<file path="config.mk">
export PLATFORM = sky130hd
export DESIGN_NAME = reg_burst_seq
export DESIGN_NICKNAME = d
export VERILOG_FILES = /design/src/rtl/rbx_pkg.sv /design/src/rtl/rbx_pick.sv /design/src/rtl/rbx_addr.sv /design/src/rtl/reg_burst_seq.sv
export SDC_FILE = /design/constraint.sdc
export NUM_CORES = 1
export LEC_CHECK = 0
export BUFFER_PORTS_ARGS = -buffer_cell sky130_fd_sc_hd__buf_2
export CORE_AREA = 4 4 111 113
export DETAILED_ROUTE_END_ITERATION = 7
export DIE_AREA = 0 0 115 117
export PLACE_DENSITY = 0.86
export REMOVE_ABC_BUFFERS = 1
export SYNTH_ARGS = -nofsm -noshare
export SYNTH_HDL_FRONTEND = slang
export SYNTH_SLANG_ARGS = --single-unit
</file>
<file path="constraint.sdc">
create_clock -name clk_i -period 6.47 [get_ports clk_i]
set_clock_uncertainty 0.05 [all_clocks]
set_input_delay 1.294 -clock clk_i [delete_from_list [all_inputs] [get_ports clk_i]]
set_output_delay 1.294 -clock clk_i [all_outputs]
set_load 0.03 [all_outputs]
</file>
<file path="src/rtl/rbx_pkg.sv">
package rbx_pkg;
  typedef enum logic [1:0] {ST_IDLE, ST_XFER, ST_DONE} rbx_state_e;
  localparam logic [2:0] MODE_POSTINC = 3'd3;
  localparam logic [2:0] MODE_PREDEC  = 3'd4;
endpackage

</file>
<file path="src/rtl/rbx_pick.sv">
module rbx_pick #(
  parameter int N  = 16,
  parameter int IW = $clog2(N)
) (
  input  logic [N-1:0]  mask_i,
  input  logic          store_i,
  output logic          any_o,
  output logic [IW-1:0] bit_o,
  output logic [IW-1:0] reg_o
);
  always_comb begin
    bit_o = '0;
    for (int i = N - 1; i >= 0; i--) begin
      if (mask_i[i]) bit_o = IW'(i);
    end
  end

  assign any_o = |mask_i;
  // stores walk the file in reverse
  assign reg_o = store_i ? (IW'(N - 1) - bit_o) : bit_o;
endmodule

</file>
<file path="src/rtl/rbx_addr.sv">
module rbx_addr #(
  parameter int AW = 32
) (
  input  logic [AW-1:0] cur_i,
  input  logic          long_i,
  input  logic          predec_i,
  output logic [AW-1:0] acc_o,
  output logic [AW-1:0] next_o
);
  logic [AW-1:0] step;
  assign step   = long_i ? AW'(4) : AW'(2);
  assign next_o = predec_i ? (cur_i - step) : (cur_i + step);
  assign acc_o  = predec_i ? next_o : cur_i;
endmodule

</file>
<file path="src/rtl/reg_burst_seq.sv">
module reg_burst_seq
  import rbx_pkg::*;
#(
  parameter int AW   = 32,
  parameter int DW   = 32,
  parameter int CW   = 8,
  parameter int NREG = 16,
  localparam int RW  = $clog2(NREG),
  localparam int BW  = RW - 1,
  localparam int HW  = DW / 2
) (
  input  logic          clk_i,
  input  logic          rst_ni,
  input  logic          start_i,
  input  logic          load_i,
  input  logic          size_long_i,
  input  logic [2:0]    mode_i,
  input  logic [BW-1:0] base_reg_i,
  input  logic [NREG-1:0] mask_i,
  input  logic [AW-1:0] addr_i,
  output logic          busy_o,
  output logic          mem_valid_o,
  input  logic          mem_ready_i,
  output logic [AW-1:0] mem_addr_o,
  output logic          mem_we_o,
  output logic [DW-1:0] mem_wdata_o,
  input  logic [DW-1:0] mem_rdata_i,
  output logic [RW-1:0] rf_addr_o,
  input  logic [DW-1:0] rf_rdata_i,
  output logic          rf_we_o,
  output logic [DW-1:0] rf_wdata_o,
  output logic          done_o,
  output logic [AW-1:0] final_addr_o,
  output logic          wb_en_o,
  output logic [BW-1:0] wb_reg_o,
  output logic [CW-1:0] cost_o
);
  rbx_state_e      state_q;
  logic [NREG-1:0] rem_q;
  logic [AW-1:0]   cur_q;
  logic            load_q, long_q, predec_q, wb_q;
  logic [BW-1:0]   base_q;
  logic [CW-1:0]   cost_q;

  logic            any_sel;
  logic [RW-1:0]   sel_bit, sel_reg;
  logic [AW-1:0]   acc_addr, next_addr;
  logic            hs;
  logic [NREG-1:0] rem_next;
  logic [CW-1:0]   cost_inc;

  rbx_pick #(.N(NREG), .IW(RW)) u_pick (
    .mask_i (rem_q),
    .store_i(!load_q),
    .any_o  (any_sel),
    .bit_o  (sel_bit),
    .reg_o  (sel_reg)
  );

  rbx_addr #(.AW(AW)) u_addr (
    .cur_i   (cur_q),
    .long_i  (long_q),
    .predec_i(predec_q),
    .acc_o   (acc_addr),
    .next_o  (next_addr)
  );

  assign hs       = mem_valid_o && mem_ready_i;
  assign rem_next = rem_q & (rem_q - NREG'(1));
  assign cost_inc = long_q ? CW'(8) : CW'(4);

  always_ff @(posedge clk_i or negedge rst_ni) begin
    if (!rst_ni) begin
      state_q  <= ST_IDLE;
      rem_q    <= '0;
      cur_q    <= '0;
      load_q   <= 1'b0;
      long_q   <= 1'b0;
      predec_q <= 1'b0;
      wb_q     <= 1'b0;
      base_q   <= '0;
      cost_q   <= '0;
    end else begin
      case (state_q)
        ST_IDLE: if (start_i) begin
          rem_q    <= mask_i;
          cur_q    <= addr_i;
          load_q   <= load_i;
          long_q   <= size_long_i;
          predec_q <= !load_i && (mode_i == MODE_PREDEC);
          wb_q     <= (|mask_i) && (load_i ? (mode_i == MODE_POSTINC)
                                           : (mode_i == MODE_PREDEC));
          base_q   <= base_reg_i;
          cost_q   <= '0;
          state_q  <= (|mask_i) ? ST_XFER : ST_DONE;
        end
        ST_XFER: if (hs) begin
          rem_q  <= rem_next;
          cur_q  <= next_addr;
          cost_q <= cost_q + cost_inc;
          if (rem_next == '0) state_q <= ST_DONE;
        end
        default: state_q <= ST_IDLE;
      endcase
    end
  end

  assign busy_o       = state_q != ST_IDLE;
  assign mem_valid_o  = (state_q == ST_XFER) && any_sel;
  assign mem_addr_o   = acc_addr;
  assign mem_we_o     = mem_valid_o && !load_q;
  assign mem_wdata_o  = long_q ? rf_rdata_i : {{(DW-HW){1'b0}}, rf_rdata_i[HW-1:0]};
  assign rf_addr_o    = (state_q == ST_XFER) ? sel_reg : '0;
  assign rf_we_o      = hs && load_q;
  assign rf_wdata_o   = long_q ? mem_rdata_i : {{(DW-HW){mem_rdata_i[HW-1]}}, mem_rdata_i[HW-1:0]};
  assign done_o       = state_q == ST_DONE;
  assign final_addr_o = cur_q;
  assign wb_en_o      = done_o && wb_q;
  assign wb_reg_o     = base_q;
  assign cost_o       = cost_q;

  assert_hold_R11: assert property (@(posedge clk_i) disable iff (!rst_ni)
    mem_valid_o && !mem_ready_i |=> mem_valid_o && $stable(mem_addr_o)
      && $stable(mem_we_o) && $stable(rf_addr_o));

  assert_cost_step_R8: assert property (@(posedge clk_i) disable iff (!rst_ni)
    hs |=> cost_o == CW'($past(cost_o) + (long_q ? CW'(8) : CW'(4))));

  assert_rf_write_R5: assert property (@(posedge clk_i) disable iff (!rst_ni)
    rf_we_o |-> mem_valid_o && mem_ready_i && !mem_we_o);

  assert_wb_with_done_R6: assert property (@(posedge clk_i) disable iff (!rst_ni)
    wb_en_o |-> done_o);

  assert_done_quiet_R10: assert property (@(posedge clk_i) disable iff (!rst_ni)
    done_o |-> !mem_valid_o);

  assert_busy_start_R11: assert property (@(posedge clk_i) disable iff (!rst_ni)
    busy_o && !done_o && start_i |=> busy_o);
endmodule

</file>
==> results.yml <==
placed_design:
  post-dp-hpwl_mm: 13.7
  dp.cells: 1011
  gp_congestion: 0.955
  io_buffers: 208
  placed_area_sq_um: 6520
logic_synthesis:
  synth_top_cell_area_share: 0.278
  yosysMostFrequentCell: "nand2_1"
  syn_area_per_cell_sq_um: 7.83
  yosys.area.top_type: "dfrtp_1"
  synthTopCellsByCount: "nand2_1 (139), dfrtp_1 (63), nor2_1 (57)"
  synthTopCellsByArea: "dfrtp_1 (28%), nand2_1 (9.2%), ha_1 (7.3%)"
  yosys.area_share.xor_xnor: 0.0555
  synth_top_family_by_area: "simple AND/OR/NAND/NOR gates"
  synth_fa_ha_area_frac: 0.0833
  async_flop_share: 1.00
  ys_types: 69
  yosys_warnings: 0
  yosys_most_used_dff: "dfrtp_1"
  syn_inst: 725
  synthMuxAreaShare: 0.0555
  synth_area_sq_um: 5680
  ys_ff_latch: 63
  yosysSeqAreaShare: 0.278
  synthSimpleGateAreaFrac: 0.230
  synth_edf_count: 0
  synth_compound_area_frac: 0.212
critical_path:
  cp.depth: 12
  crit_slowest_cell: "dfrtp_2"
  timing.rr.start: "long_q"
  critPathArrivalTime_ns: 3.84
  cp-start-kind: "flop"
  critPathMaxFanout: 29
  worst_path_dominant_cell_family: "compound AO/OA/AOI/OAI gates"
  max_stage_delay_ns: 0.73
  r2r_cells: 11
  path_cells: "buf_4 -> ha_1 -> o21ai_0 -> o21ai_1 -> a221o_1 -> a211o_1 -> o21ai_2 -> a21oi_1 -> nand2b_1 -> a21oi_1 -> xor2_1 -> buf_2"
  critical_path_required_ns: 5.13
  crit_top_cell: "a21oi_1"
  endpoint_kind: "output pin"
  critical_path_class: "reg2out"
  crit_start: "predec_q"
  crit_buf_inv: 2
clock_network:
  numCtsBuffers: 9
  cts.sink_count: 63
  ctsRootBufferMaster: "clkbuf_16"
  cts_buffer_depth: 2
  insertion_delay_ns: 0.33
  htreeDepth: 3
  cts_setup_buffers: 0
  cts_hold_buf: 0
  cts.clk_slew.worst_paths_ns: 0.06
  ctsResizeCount: 0
  cts_tree: "yes"
min_path:
  hold_class: "reg2reg"
  min-delay-start: "wb_reg_o[1]"
  whs_path_depth: 2
floorplanning:
  initial_core_util: 0.501
  die_h_um: 117
  die_width_um: 115
  die_area_sq_um: 13500
  io_pins: 273
  rows: 39
  coreArea_sq_um: 11300
global_routing:
  grt_overflow: 0
  grt_pass1_vias: 5338
  grt_usage: 0.258
  antenna_found_initial: 1
  grt_max_degree: 64
  grt_pass1_wl_mm: 27.8
cells_and_area:
  nNetsFinal: 1037
  post-route-cell-area_sq_um: 6850
  instances_no_fill: 1027
  drive_gt1_frac: 0.305
  fillers: 1004
  n_antenna_cell: 0
  area_delta_synth_final_pct: 20.6
timing:
  hold_violations: 0
  grt_setup_unrepaired: "false"
  maxClockFrequency_mhz: 193
  final.setup.tns_ns: 0
  slew_viol_final: 0
  tightest_slew_ns: 1.13
  relSlewSlack: 0.243
  period_share: 0.802
  setup_viol: 0
  fin_crit_ns: 5.19
pwr:
  ir_drop_uv: 353
  p_per_area_nw_per_um2: 634
  leakage_nw: 3.48
route:
  post_drt_via_cell_ratio: 5.74
  vias: 5891
  wl_mm: 18.4
  drtIter0Drc: 456
  wl_per_cell_um: 17.9
  ant_nets: 0
  drc: 0
  dr.pass1.iters: 5
run:
  maxCapViolCount: 0
status:
  status: "completed"
==> worst reg2reg max path, cell delays in order (launching register included) <==
cell      delay, ns
dfrtp_1        1.01
inv_1          0.23
ha_1           0.28
nor2b_1        0.17
o31a_1         0.23
o221ai_1       0.17
a21oi_1        0.28
o211ai_2       0.14
a21oi_1        0.25
o21ai_2        0.11
mux2i_1        0.14
a221o_1        0.34
==> where the power goes <==
group,switching (mW),internal [mW]
sequential,0.267,0.570
combinational,1.93,1.03
clock,0.191,0.350
total,2.39,1.95
==> flip-flops by register name (all words and copies together), names as in the netlist <==
| register | cells |
|---|---|
| cost_o | 6 |
| final_addr_o | 32 |
| load_q | 1 |
| long_q | 1 |
| predec_q | 1 |
| rem_q | 16 |
| state_q | 2 |
| wb_q | 1 |
| wb_reg_o | 3 |
==> stage by stage <==
step           hold WS [ns]   util  worst slack [ns]  power, mW
2_1_floorplan         0.380      -              1.09       2.98
3_3_place_gp          0.412  0.576              1.76       3.72
3_5_place_dp          0.409  0.576              1.65       3.77
4_1_cts               0.429  0.605              1.30       4.33
5_1_grt               0.447  0.605             0.978       4.66
6_report              0.423  0.605              1.28       4.34
==> worst paths after layout <==
kind                                    end  slack [ns]
setup reg to reg           final_addr_o[30]        2.97
min in group asynchronous  final_addr_o[12]        1.08
max in group asynchronous          predec_q        4.68
hold reg to reg                 wb_reg_o[1]        0.42
hold / removal                  wb_reg_o[1]        0.42
setup / recovery             mem_addr_o[31]        1.28
==> metal layers <==
layer / vias to the layer above / track usage / routed length, um / share of wire
met1: 2679 / 0.366 / 7970 / 0.43
met5: - / 0 / 8 / 0.00044
met4: 2 / 0.0618 / 280 / 0.015
met2: 326 / 0.379 / 8040 / 0.44
met3: 29 / 0.0884 / 2050 / 0.11
li1: 2855 / - / - / -
==> kinds of logic (layout without fill, tap and decap cells) <==
logic type      count (synthesis)  in the layout
simple gates                  288            288
xor+xnor                       36             36
mux                            28             28
compound gates                185            185
other cells                     1              2
flops                          63             63
fa+ha+maj                      38             38
buf+inv                        86            244
==> layout make-up <==
class	count	area (sq um)	share of cell area
Inverter	14	52.6	0.00767
Clock buffer	10	239	0.0349
Multi-Input combinational cell	577	3620	0.529
Sequential cell	63	1580	0.230
Clock inverter	6	91.3	0.0133
Timing Repair Buffer	214	1090	0.159
Tap cell	143	179	0.0261
==> layout by cell type (no fill, tap or decap), drive strengths merged, types with 16 or more instances in the layout <==
| cell | instances |
|---|---|
| xnor2 | 20 |
| mux2 | 25 |
| xor2 | 16 |
| a21oi | 38 |
| ha | 33 |
| and2 | 20 |
| nor2 | 58 |
| o21ai | 54 |
| buf | 214 |
| nand2 | 140 |
| dfrtp | 63 |
Power figures use the tool's default switching activity.
